==> src/rtl/adc_seq_ctrl.sv <==
module adc_seq_ctrl #(
  parameter int DW      = 12,
  parameter int AW      = 8,
  parameter int CAL_LOG = 5
) (
  input  logic          clk,
  input  logic          rst_n,
  input  logic          bus_wr,
  input  logic          bus_rd,
  input  logic [AW-1:0] bus_addr,
  input  logic [31:0]   bus_wdata,
  output logic [31:0]   bus_rdata,
  output logic          bus_err,
  input  logic [DW-1:0] sample_data,
  output logic          smp_take,
  output logic          irq
);
  localparam int AccW = DW + 5;
  localparam logic [AW-1:0] A_CH = AW'(8'h00), A_ST = AW'(8'h08), A_RES = AW'(8'h0C),
                            A_CFG = AW'(8'h14), A_GC = AW'(8'h18), A_GS = AW'(8'h1C),
                            A_TOP = AW'(8'h30);

  logic [4:0]  chan;
  logic        aien, coco, calf;
  logic [16:0] cfg;
  logic [7:0]  gctl;
  logic [DW-1:0] result;

  logic        busy, cal_run, setup;
  logic [5:0]  pcnt, sidx, base_q;
  logic [2:0]  nlog_q, dexp_q;
  logic [1:0]  res_q;
  logic [4:0]  pre;
  logic [AccW-1:0] acc;

  logic [4:0] ladd;
  always_comb
    case ({cfg[4], cfg[9:8]})
      3'd0: ladd = 5'd3;
      3'd1: ladd = 5'd5;
      3'd2: ladd = 5'd7;
      3'd3: ladd = 5'd9;
      3'd4: ladd = 5'd13;
      3'd5: ladd = 5'd17;
      3'd6: ladd = 5'd21;
      default: ladd = 5'd25;
    endcase

  wire bad      = (bus_addr[1:0] != 2'b00) || (bus_addr > A_TOP);
  wire wr_ch    = bus_wr && bus_addr == A_CH;
  wire wr_cfg   = bus_wr && bus_addr == A_CFG;
  wire wr_gc    = bus_wr && bus_addr == A_GC;
  wire rd_res   = bus_rd && bus_addr == A_RES;
  wire ch_stop  = bus_wdata[4:0] == 5'h1F;
  wire start_cv = wr_ch && !ch_stop && !cal_run;
  wire stop_cv  = wr_ch && ch_stop && !cal_run;
  wire cal_req  = wr_gc && bus_wdata[7];
  wire start_cl = cal_req && !busy;

  wire [4:0] pre_lim  = (5'd1 << dexp_q) - 5'd1;
  wire       tick     = busy && pre == pre_lim;
  wire       end_base = tick && !setup && pcnt == base_q - 6'd1;
  wire       done     = end_base && sidx == (6'd1 << nlog_q) - 6'd1;
  wire       restart  = done && !cal_run && gctl[6] && chan != 5'h1F;
  wire       load     = start_cv || start_cl || (restart && !stop_cv);

  wire [AccW-1:0] acc_n = acc + AccW'(sample_data);
  wire [AccW-1:0] shifted = acc_n >> nlog_q;
  logic [DW-1:0] mask;
  always_comb
    case (res_q)
      2'd0:    mask = DW'(12'h0FF);
      2'd1:    mask = DW'(12'h3FF);
      default: mask = DW'(12'hFFF);
    endcase
  wire [DW-1:0] avg = shifted[DW-1:0] & mask;

  wire [2:0] nlog_n = start_cl ? 3'(CAL_LOG) : (gctl[5] ? 3'd2 + {1'b0, cfg[15:14]} : 3'd0);
  wire [2:0] dexp_n = {1'b0, cfg[6:5]} + {2'b00, cfg[1:0] == 2'd1};

  always_ff @(posedge clk) begin
    if (!rst_n) begin
      chan <= 5'h1F; aien <= 1'b0; cfg <= '0; gctl <= '0;
      coco <= 1'b0; calf <= 1'b0; result <= '0;
      busy <= 1'b0; cal_run <= 1'b0; setup <= 1'b0;
      pcnt <= '0; sidx <= '0; base_q <= 6'd28; nlog_q <= '0; dexp_q <= '0;
      res_q <= '0; pre <= '0; acc <= '0; smp_take <= 1'b0;
    end else begin
      smp_take <= end_base && !cal_run;
      if (wr_ch) begin chan <= bus_wdata[4:0]; aien <= bus_wdata[7]; end
      if (wr_cfg) cfg <= bus_wdata[16:0];
      if (wr_gc) begin
        gctl[6:0] <= bus_wdata[6:0];
        gctl[7]   <= bus_wdata[7] && !busy;
        if (cal_req && busy) calf <= 1'b1;
      end
      if (rd_res) coco <= 1'b0;

      if (busy) pre <= tick ? '0 : pre + 5'd1;
      if (tick) begin
        if (setup) begin
          if (pcnt == 6'd5) begin setup <= 1'b0; pcnt <= '0; end
          else pcnt <= pcnt + 6'd1;
        end else if (end_base) begin
          pcnt <= '0;
          acc  <= acc_n;
          sidx <= sidx + 6'd1;
        end else pcnt <= pcnt + 6'd1;
      end

      if (done) begin
        busy <= 1'b0;
        coco <= 1'b1;
        if (cal_run) begin
          cal_run <= 1'b0; calf <= 1'b0; gctl[7] <= 1'b0;
        end else if (!coco || cfg[16] || rd_res) result <= avg;
      end

      if (load) begin
        busy <= 1'b1; cal_run <= start_cl; setup <= 1'b1;
        pcnt <= '0; sidx <= '0; pre <= '0; acc <= '0;
        base_q <= 6'd25 + {1'b0, ladd}; nlog_q <= nlog_n; dexp_q <= dexp_n;
        res_q <= cfg[3:2];
      end else if (stop_cv) busy <= 1'b0;
    end
  end

  assign irq     = coco && aien;
  assign bus_err = bus_rd && bad;

  always_comb begin
    bus_rdata = '0;
    if (!bad)
      case (bus_addr)
        A_CH:    bus_rdata = {24'd0, aien, 2'b00, chan};
        A_ST:    bus_rdata = {31'd0, coco};
        A_RES:   bus_rdata = 32'(result);
        A_CFG:   bus_rdata = {15'd0, cfg};
        A_GC:    bus_rdata = {24'd0, gctl};
        A_GS:    bus_rdata = {30'd0, calf, 1'b0};
        default: bus_rdata = '0;
      endcase
  end

  a_r2_stop_idles: assert property (@(posedge clk) disable iff (!rst_n)
    stop_cv |=> !busy);
  a_r6_mask8: assert property (@(posedge clk) disable iff (!rst_n)
    (done && !cal_run && res_q == 2'd0 && (!coco || cfg[16] || rd_res)) |=> (result >> 8) == '0);
  a_r8_read_clears: assert property (@(posedge clk) disable iff (!rst_n)
    (rd_res && !done) |=> !coco);
  a_r9_keep_unread: assert property (@(posedge clk) disable iff (!rst_n)
    (done && !cal_run && coco && !cfg[16] && !rd_res) |=> $stable(result));
  a_r11_cal_keeps_result: assert property (@(posedge clk) disable iff (!rst_n)
    (done && cal_run) |=> $stable(result) && coco);
  a_r12_busy_cal_fails: assert property (@(posedge clk) disable iff (!rst_n)
    (cal_req && busy && !done) |=> calf && !gctl[7]);
endmodule

==> config.mk <==
export PLATFORM = sky130hd
export DESIGN_NAME = adc_seq_ctrl
export DESIGN_NICKNAME = d
export VERILOG_FILES = /design/src/rtl/adc_seq_ctrl.sv
export SDC_FILE = /design/constraint.sdc
export NUM_CORES = 1
export LEC_CHECK = 0
export ABC_AREA = 1
export BUFFER_PORTS_ARGS = -buffer_cell sky130_fd_sc_hd__buf_2
export CAP_MARGIN = 0
export CORE_UTILIZATION = 30
export CTS_CLUSTER_DIAMETER = 30
export DETAILED_ROUTE_END_ITERATION = 7
export GPL_ROUTABILITY_DRIVEN = 0
export PLACE_DENSITY = 0.54
export SLEW_MARGIN = 30
export SYNTH_ARGS = -nofsm -noshare
export SYNTH_HDL_FRONTEND = slang
export SYNTH_SLANG_ARGS = --single-unit
==> constraint.sdc <==
create_clock -name clk -period 3.2 [get_ports clk]
set_input_delay 0.64 -clock clk [delete_from_list [all_inputs] [get_ports clk]]
set_output_delay 0.64 -clock clk [all_outputs]
set_load 0.01 [all_outputs]
After elaboration in Yosys (flattened, before gate mapping)
Index checks and enable logic that the tools add are counted.
{"block": "op_classes", "n_addsub": 10, "multipliers": 0, "n_div": 0, "n_lt_le_gt_ge": 1, "n_eq_ne": 19, "shifts": 3, "mux": 27, "bitwise_logic": 4, "n_reduce_logical": 45}
{"op": "$pmux 17 s6", "n": 1}
{"op": "$pmux 5 s7", "n": 1}
{"op": "$eq 8x5->1 const B", "n": 3}
{"op": "$pmux 12 s2", "n": 1}
{"op": "$logic_and 1x1->1", "n": 23}
{"op": "$mux 6", "n": 3}
{"op": "$add 17x12->17", "n": 1}
{"op": "$mux 17", "n": 1}
{"op": "$shr 17x3->12", "n": 1}
{"op": "$eq 8x4->1 const B", "n": 2}
{"op": "$mux 1", "n": 16}
{"op": "$add 6x1->6 const B", "n": 2}
{"op": "$and 12x12->12", "n": 1}
{"op": "$eq 6x6->1", "n": 2}
{"op": "$sub 6x1->6 const B", "n": 2}
{"op": "$eq 3x3->1 const B", "n": 3}
{"op": "$gt 8x6->1 const B", "n": 1}
{"op": "$logic_not 8->1", "n": 1}
{"op": "$mux 8", "n": 1}
{"op": "$reduce_bool 2->1", "n": 4}
{"op": "$add 5x5->6 const A", "n": 1}
{"op": "$eq 3x2->1 const B", "n": 2}
{"op": "$eq 6x3->1 const B", "n": 1}
{"op": "$logic_not 1->1", "n": 6}
{"op": "other kinds (20)", "n": 29}
{"block": "word_totals", "ff_bits": 97, "latch_bits": 0, "mem_bits_rw": 0, "mem_bits_ro": 0, "inputBits": 56, "wordCells": 129, "n_memories": 0}

Depth between registers and ports, before layout
Gate-level depths: netlist of run 1.
{"block": "logic_depth", "depth_word": 13, "depth_mapped": 16, "depth_no_buf": 16}

Worst setup path after synthesis of run 1
OpenSTA, ideal clock, no wires.
{"block": "synth_timing", "path_type": "input-to-output", "startpoint": "input bus_addr[7]", "endpoint": "output bus_rdata[10]", "arrival_ps": 1898, "required_time_ps": 2560, "slack_ps": 662, "stages": 8, "path_buffers": 1, "path_cell_list": "nor2_1 > inv_1 > nor3_2 > inv_1 > nor4_1 > inv_1 > clkbuf_1 > o21ai_0"}
{"block": "synth_between", "elab_chain_len": 3, "elab_cells_between_ends": 10, "classes_between": "order compare (1); eq/ne (5); mux (2); reduce/logical (2)"}
{"item": "start: declaration", "line": "10", "text": "input logic [AW-1:0] bus_addr,"}
{"item": "$gt 8x6->1 (tied with other cells)", "line": "49", "text": "wire bad = (bus_addr[1:0] != 2'b00) || (bus_addr > A_TOP);"}
{"item": "$logic_or 1x1->1 or $pmux 17 s6 (tied branches)", "line": "49, 134"}
{"item": "$mux 17 (*)", "line": "133", "text": "if (!bad)"}
{"item": "end: declaration", "line": "12", "text": "output logic [31:0] bus_rdata,"}
Mark *: on every way between the ends. The rest lies on a longest branch, timed or not.

Worst setup path in the final report of run 1
{"block": "layout_timing", "startpoint": "input bus_addr[7]", "endpoint": "output bus_rdata[4]"}
The elaborated chain is that of the path after synthesis.

==> run metrics, run 1 <==
status finished, final reports clean; syn avg cell area 6.55 um^2; Final period util 0.908; setup bufs post-CTS 0; Max Fclk 344 MHz; ys async rst share 0; H-tree depth 3; Diodes inserted 0; WHS Endpoint cfg[12]; area of the core 20200 um^2; sequential-to-total area share from yosys stat 0.311; Post-synth EDFFs 0; cell family with most CP delay buffers and inverters; buffers added on ports 60; Post-Synthesis Cells ~940; Hold Path Stages 2; clock latency on the worst-skew pair 350 ps; Die H 146 um; Routed WL about 17 mm; TritonCTS clock tree done; drt drc 0; GRT Util Overall 0.163; crit-path cells buf_2 -> nor2_1 -> inv_1 -> nor3_2 -> inv_1 -> nor4_1 -> inv_2 -> buf_4 -> o21ai_0 -> buf_2; power density over the cells 344 nW/um^2; synthesis warning total 0; pre-CTS setup slack 260 ps; Max Cap Violations 0; Worst EP required 2560 ps; layout cells sized above 1 0.126; Largest stage delay, worst path 330 ps; Nets 1067; vias in the first global route between 5000 and 6000; fillers 2264; FP Rows 52; skew final about 6.9 ps; commonest cells after routing, fill and taps aside 229 x nand2_1, 118 x nand3_1, 111 x inv_1, 96 x dfxtp_1, 74 x nor2_1; Cell Area, Synth between 6000 and 7000 um^2; Hold Crit Class flip-flop to flip-flop; Starting Density 0.305; total clock sinks 96; commonest non-fill, non-tap cell in the layout nand2_1; HPWL Detailed 12.7 mm; Syn-to-layout area delta 12.4%; XOR/XNOR share of the synthesized area 0.0298; Critical Path Sink Type output pin; Synth Area in Adders 0.0417; Yosys reg bits 96; Reg area 1920 um^2; cell count of the worst reg-to-reg path 14; reg2reg end nlog_q[1]; synth unique cells 51; Synth Area in Simple Gates 0.348; pin count of the biggest net entering global routing 45; Multi-input gate area between 3000 and 4000 um^2; internal reg-to-reg setup slack roughly 750 ps; peak supply drop 0.237 mV; CTS max path bufs 2; CP Data Arrival Time approximately 2300 ps; CP Buf/Inv Count 6; hold wc startpoint cfg[12]; post-route insts no fill 1266; routed length per placed instance approximately 13 um; Compound-Gate Fraction of Synth Area 0.150; hold buffers post-CTS 0; 1st-iter DRT viols 369; Worst setup SP type input port; Final setup viols 0; Worst path slowest cell nor4_1; RSZ-0062 raised after global routing no; Leak Pwr 2.98 nW; via count ~6000; Slew Limit Fails 0; Reg2Reg Launch Point base_q[1]; vias per std cell 4.75; Die W 146 um; Core Util, Final 0.343; proportion of synthesized area in mux cells 0.00162; Reg clk slew, reported paths 70 ps; final hold vios 0; I/O pins between 90 and 100; peak fanout along the critical path 13; crit path time final 2900 ps; global route overflow 0; Root Driver clkbuf_16; Slew headroom 0.583; crit path kind input port to output pin; CTS buffer count 9; Pwr Total 2.39 mW; min setup slack post-route 296 ps; die footprint 21200 um^2; first-pass GRT wire length 28.0 mm; largest family of logic cells by synthesized area simple AND/OR/NAND/NOR gates; Synth Flop Type dfxtp_1; Least-Margin Pin Slew 624 ps; First-pass DRT Iterations 5; Fin Setup TNS 0 ps; antenna-violating nets left 0; initial antenna violation count 0; placed cell count 1250
## per-layer routing
layer,wire (um),track usage
met5,0,0
met4,178,0.0463
met3,449,0.0176
met2,7710,0.269
met1,8250,0.225
## through the flow
| step | area, um^2 | hold WS, ps |
|---|---|---|
| after floorplan | 6230 | 421 |
| after global placement | 6660 | 437 |
| after detailed placement | 6660 | 446 |
| after CTS | 6940 | 457 |
| after global routing | 6940 | 479 |
| final | 6940 | 454 |
## area by class of cell
| type | count | share of cell area |
|---|---|---|
| Multi-Input combinational cell | 697 | 0.517 |
| Sequential cell | 96 | 0.277 |
| Inverter | 117 | 0.0633 |
| Timing Repair Buffer | 70 | 0.0541 |
| Tap cell | 270 | 0.0487 |
| Clock buffer | 10 | 0.0330 |
| Clock inverter | 6 | 0.00739 |
## synth_stat cells, types with 7 or more instances
master    instances  area, um^2
o21ai_1           7        35.0
nor3_1           12        60.1
ha_1             19         238
nor2_1           74         278
buf_4            18         135
nand2_1         229         860
clkbuf_1         21        78.8
inv_1           112         420
dfxtp_1          96        1920
nand4_1          12        75.1
nand3_1         118         591
a21oi_1          63         315
xor2_1           18         158
o21ai_0          53         265
a21oi_2          18         158
## registers in the layout (all words and copies together), names as in the netlist
signal	count
acc	17
cfg	17
result	12
gctl	8
pcnt	6
sidx	6
base_q	5
chan	5
pre	5
dexp_q	3
nlog_q	3
res_q	2
aien	1
busy	1
cal_run	1
calf	1
coco	1
setup	1
smp_take	1
## report_power, final
part	internal [mW]	switching, mW
sequential	1.19	0.000716
clock	0.539	0.510
combinational	0.0470	0.0989
## cell families (layout without fill, tap and decap cells)
kind of cell / Yosys count / count (layout)
adder cells (fa/ha/maj): 20 / 20
other: 1 / 15
multiplexers: 1 / 1
flip-flops: 96 / 96
XOR/XNOR: 21 / 21
buffers and inverters: 164 / 203
AND/OR/NAND/NOR: 480 / 480
AO/OA/AOI/OAI: 160 / 160
## timing repair
item / in CTS / in global routing
setup endpoints to repair: 0 / 1
gates resized for setup: 0 / 1
hold endpoints to repair: 0 / 0
## worst reg2reg max path, stage by stage, from the launching register on
cell and delay (ps):
dfxtp_1 370, inv_1 70, ha_1 300, nand2_1 70, nand3b_1 60, nor2_1 150
nand2_1 70, inv_1 50, nand3_1 100, nor2_4 220, nand4_2 130, nand3_2 220
inv_2 130, nand2_8 270, o21ai_0 120
## how the worst max path moves through the flow
stage                start  slack [ps]  cells after the start             to
6_report       bus_addr[7]         300                     10   bus_rdata[4]
3_3_place_gp   bus_addr[7]         240                     10   bus_rdata[0]
2_1_floorplan  bus_addr[7]         660                      8  bus_rdata[10]
3_5_place_dp   bus_addr[7]         260                     10   bus_rdata[4]
5_1_grt        bus_addr[7]          80                     10   bus_rdata[3]
4_1_cts        bus_addr[7]         230                     10   bus_rdata[4]
No activity file was read; power rests on OpenSTA's default activity.
==> run 2, diff against run 1 <==
CORE_UTILIZATION = 43   (was 30)
PLACE_DENSITY = 0.7   (was 0.54)
SKIP_CTS_REPAIR_TIMING = 1   (was default)
==> run metrics, run 2 (synthesis results as in run 1) <==
peak fanout along the critical path 8 (-5); I/O pins 91 (unchanged); peak supply drop 0.365 mV (+54%); Diodes inserted 0 (unchanged); Hold Path Stages 2 (unchanged); hold wc startpoint cfg[11]; Leak Pwr 2.99 nW (+0.40%); area of the core 13900 um^2 (-31%); Reg2Reg Launch Point base_q[1]; Reg area 1920 um^2 (unchanged); CP Data Arrival Time 2180 ps (-80 ps); Slew headroom 0.573 (-0.0106); fillers 1455 (-36%); Slew Limit Fails 0 (unchanged); RSZ-0062 raised after global routing no; cell count of the worst reg-to-reg path 10 (-4); Max Fclk 355 MHz (+3.0%); post-route insts no fill 1177 (-7.0%); Root Driver clkbuf_16; CTS buffer count 9 (unchanged); Least-Margin Pin Slew 640 ps (+15.9 ps); FP Rows 43 (-17%); Die H 122 um (-16%); internal reg-to-reg setup slack 610 ps (-140 ps); via count 6077 (+1.1%); skew final 7.65 ps (+0.730 ps); initial antenna violation count 0 (unchanged); status finished, final reports clean; global route overflow 0 (unchanged); Worst EP required 2560 ps (about the same); Nets 1068 (+0.094%); vias per std cell 5.16 (+8.7%); Pwr Total 2.37 mW (-0.75%); first-pass GRT wire length 25.6 mm (-8.4%); Critical Path Sink Type output pin; TritonCTS clock tree done; GRT Util Overall 0.218 (+0.0553); Hold Crit Class flip-flop to flip-flop; commonest non-fill, non-tap cell in the layout nand2_1; H-tree depth 3 (unchanged); Routed WL 15.6 mm (-5.9%); commonest cells after routing, fill and taps aside 229 x nand2_1, 118 x nand3_1, 112 x inv_1, 96 x dfxtp_1, 74 x nor2_1; Reg clk slew, reported paths 70 ps (about the same); Die W 122 um (-16%); Fin Setup TNS 0 ps (unchanged); crit path kind input port to output pin; First-pass DRT Iterations 6 (+1); pin count of the biggest net entering global routing 45 (unchanged); Final setup viols 0 (unchanged); clock latency on the worst-skew pair 350 ps (about the same); placed cell count 1161 (-7.1%); CTS max path bufs 2 (unchanged); reg2reg end result[6]; Max Cap Violations 0 (unchanged); antenna-violating nets left 0 (unchanged); total clock sinks 96 (unchanged); die footprint 14900 um^2 (-30%); routed length per placed instance 13.3 um (+1.2%); buffers added on ports 60 (unchanged); Syn-to-layout area delta 10.6%; top flop regs acc: 17 flops, cfg: 17 flops, result: 12 flops; HPWL Detailed 11.5 mm (-9.3%); Final period util 0.881 (-0.0268); power density over the cells 347 nW/um^2 (+0.86%); Starting Density 0.443 (+0.138); drt drc 0 (unchanged); final hold vios 0 (unchanged); Multi-input gate area 3590 um^2 (unchanged); Worst setup SP type input port; 1st-iter DRT viols 528 (+43%); layout cells sized above 1 0.125 (-0.000126); crit path time final 2820 ps (-85.9 ps); WHS Endpoint cfg[11]; vias in the first global route 5330 (-6.0%)
## run 2: metal layers
layer  vias to the layer above  part of all wire  GRT usage
met5                         -                 0          0
met4                         0             0.012     0.0540
met3                        19             0.046     0.0421
met2                       140              0.46      0.346
met1                      2762              0.48      0.302
li1                       3156                 -          -
## run 2: final cells by class
class                   instances  area share
well taps                     180      0.0330
inverters                     117      0.0643
multi-input cells             697       0.525
flip-flops and latches         96       0.281
clock buffers                  11      0.0355
clock inverters                 5     0.00458
repair buffers                 71      0.0561
## run 2: power breakdown
part / leakage (nW) / switching [mW] / internal (mW)
registers: 0.773 / 0.000800 / 1.20
clock network: 0.136 / 0.483 / 0.548
logic: 2.09 / 0.0981 / 0.0469
## run 2: worst max-delay path: stages
cell	delay (ps)
buf_2	90
nor2_1	160
inv_1	70
nor3_2	90
inv_1	100
nor4_1	250
inv_1	160
buf_4	200
o21ai_0	230
buf_2	180
## run 2: worst max path at each step
stage,to,slack [ps],startpoint
floorplan,bus_rdata[10],660,bus_addr[7]
global placement,bus_rdata[8],410,bus_addr[7]
detailed placement,bus_rdata[2],380,bus_addr[7]
CTS,bus_rdata[2],390,bus_addr[7]
global route,bus_rdata[2],210,bus_addr[7]
finish,bus_rdata[2],380,bus_addr[7]
## run 2: per-stage QoR
| step | hold slack, ps | setup slack (ps) | utilization | instance area (um^2) |
|---|---|---|---|---|
| 2_1_floorplan | 421 | 662 | - | 6230 |
| 3_5_place_dp | 445 | 384 | 0.471 | 6560 |
| 6_report | 453 | 382 | 0.490 | 6830 |
| 5_1_grt | 477 | 210 | 0.490 | 6830 |
| 3_3_place_gp | 444 | 408 | 0.471 | 6560 |
| 4_1_cts | 456 | 387 | 0.490 | 6830 |
==> run 3, diff against run 2 <==
ABC_AREA = default   (was 1)
==> run metrics, run 3 <==
CTS max path bufs 2 (unchanged); commonest cells after routing, fill and taps aside 122 x nand2_1, 96 x dfxtp_1, 68 x a21oi_1, 66 x nor2_1, 60 x buf_2; TritonCTS clock tree done; commonest non-fill, non-tap cell in the layout nand2_1; HPWL Detailed 11.2 mm (-2.7%); Final setup viols 0 (unchanged); Pwr Total 2.43 mW (+2.4%); Critical Path Sink Type flip-flop; top flop regs acc: 17 flops, cfg: 17 flops, result: 12 flops; Leak Pwr 2.88 nW (-3.9%); Diodes inserted 0 (unchanged); RSZ-0062 raised after global routing yes; Max Cap Violations 0 (unchanged); Cell Area, Synth 6020 um^2 (-2.5%); Worst EP required 3490 ps (+930 ps); area of the core 13500 um^2 (-3.5%); 1st-iter DRT viols 539 (+2.1%); global route overflow 0 (unchanged); total clock sinks 96 (unchanged); power density over the cells 345 nW/um^2 (-0.66%); CP Buf/Inv Count 2 (-4); I/O pins 91 (unchanged); Hold Path Stages 2 (unchanged); Final Cell Area 7040 um^2 (+3.1%); skew final 7.61 ps (-0.0386 ps); Post-synth EDFFs 0 (unchanged); CTS buffer count 9 (unchanged); H-tree depth 3 (unchanged); Max Fclk 334 MHz (-5.9%); cell family with most CP delay simple AND/OR/NAND/NOR gates; antenna-violating nets left 0 (unchanged); Post-Synthesis Cells 765 (-19%); Fin Setup TNS 0 ps (unchanged); crit path time final 3000 ps (+178 ps); crit path kind flip-flop to flip-flop; Nets 920 (-14%); most frequent cells after synthesis 122 x nand2_1, 96 x dfxtp_1, 68 x a21oi_1, 66 x nor2_1, 36 x clkbuf_1; ys async rst share 0 (unchanged); peak fanout along the critical path 7 (-1); die footprint 14500 um^2 (-2.5%); GRT Util Overall 0.218 (-0.000696); count leader, synth nand2_1; pin count of the biggest net entering global routing 33 (-27%); First-pass DRT Iterations 6 (unchanged); cell count of the worst reg-to-reg path 11 (+1); Reg clk slew, reported paths 60 ps (about the same); Die W 120 um (-1.2%); layout cells sized above 1 0.197 (+0.0718); vias in the first global route 5072 (-4.8%); Largest stage delay, worst path 660 ps (+410 ps); peak supply drop 0.284 mV (-22%); Least-Margin Pin Slew 618 ps (-21.8 ps); Synth Flop Type dfxtp_1; vias per std cell 5.60 (+8.5%); Synth area leaders dfxtp_1 32%, nand2_1 7.6%, a21oi_1 5.7%; synth unique cells 75 (+47%); reg2reg end result[9]; syn avg cell area 7.87 um^2 (+20%); Post-DP Area 6750 um^2 (+2.9%); sequential-to-total area share from yosys stat 0.319 (+0.00801); Yosys top cell area share 0.319 (+0.00801); Final period util 0.936 (+0.0556); internal reg-to-reg setup slack 200 ps (-410 ps); Worst path slowest cell or4b_1; Reg2Reg Launch Point base_q[1]; Slew headroom 0.587 (+0.0140); initial antenna violation count 0 (unchanged); first-pass GRT wire length 25.3 mm (-1.4%); drt drc 0 (unchanged); synthesis warning total 0 (unchanged); post-route insts no fill 1023 (-13%); buffers added on ports 60 (unchanged); placed cell count 1009 (-13%); CP Data Arrival Time 3290 ps (+1110 ps); Starting Density 0.448 (+0.00434); routed length per placed instance 14.9 um (+12%); final hold vios 0 (unchanged); Routed WL 15.2 mm (-2.3%); Die H 120 um (-1.2%); clock latency on the worst-skew pair 350 ps (about the same); Yosys reg bits 96 (unchanged); FP Rows 42 (-2.3%); via count 5732 (-5.7%); Slew Limit Fails 0 (unchanged); Worst setup SP type flip-flop; cell accounting for the most synthesized area dfxtp_1; Syn-to-layout area delta 16.9%; Hold Crit Class flip-flop to flip-flop; WHS Endpoint cfg[13]; crit-path cells inv_1 -> ha_1 -> xor2_1 -> o221a_2 -> o2111ai_1 -> or4b_1 -> buf_4 -> nor4_2 -> nand2_1 -> a211oi_1 -> a22o_1; Root Driver clkbuf_16; pre-CTS setup slack -136 ps (-520 ps); min setup slack post-route 204 ps (-178 ps); status finished, final reports clean; hold wc startpoint cfg[13]
run 3: logic make-up (layout without fill, tap and decap cells):
family	Yosys count	after routing	synth area share
XOR/XNOR	39	39	0.0567
buffers and inverters	82	150	0.0648
AO/OA/AOI/OAI	191	191	0.218
multiplexers	20	20	0.0457
flip-flops	96	96	0.319
AND/OR/NAND/NOR	316	316	0.252
other	1	15	0.000623
adder cells (fa/ha/maj)	20	20	0.0428
run 3: final cells by class:
type / count / area [um^2]
Tap cell: 176 / 220
Sequential cell: 96 / 1920
Fill cell: 1349 / 6410
Clock buffer: 9 / 225
Clock inverter: 5 / 58.8
Timing Repair Buffer: 118 / 761
Inverter: 18 / 67.6
Multi-Input combinational cell: 601 / 3790
run 3: layer usage:
layer	vias to the layer above	wire length, um	global-route usage
li1	2871	-	-
met1	2666	7130	0.303
met2	176	7060	0.338
met3	19	831	0.0443
met4	0	225	0.0633
met5	-	0	0
run 3: how the worst max path moves through the flow:
stage                            to      startpoint  cells past startpoint
after detailed placement  result[9]  sample_data[0]                     11
final                     result[9]       base_q[1]                     11
after global placement    result[9]  sample_data[0]                     11
after global routing      result[9]       base_q[1]                     11
after floorplan           result[9]  sample_data[3]                      9
after CTS                 result[9]       base_q[1]                     11
run 3: tightest hold or removal path, stage by stage, from the launching register on:
cell	delay, ps
dfxtp_1	310
nand2_1	50
a21oi_1	50
run 3: through the flow:
| stage | util | hold slack, ps |
|---|---|---|
| final | 0.523 | 455 |
| after global routing | 0.523 | 475 |
| after CTS | 0.523 | 455 |
| after detailed placement | 0.501 | 446 |
| after global placement | 0.501 | 440 |
| after floorplan | - | 426 |
run 3: where the power goes:
group          internal [mW]  total, mW  switching [mW]
Sequential              1.20       1.20        0.000871
Combinational         0.0690      0.169           0.100
Clock                  0.598       1.06           0.466
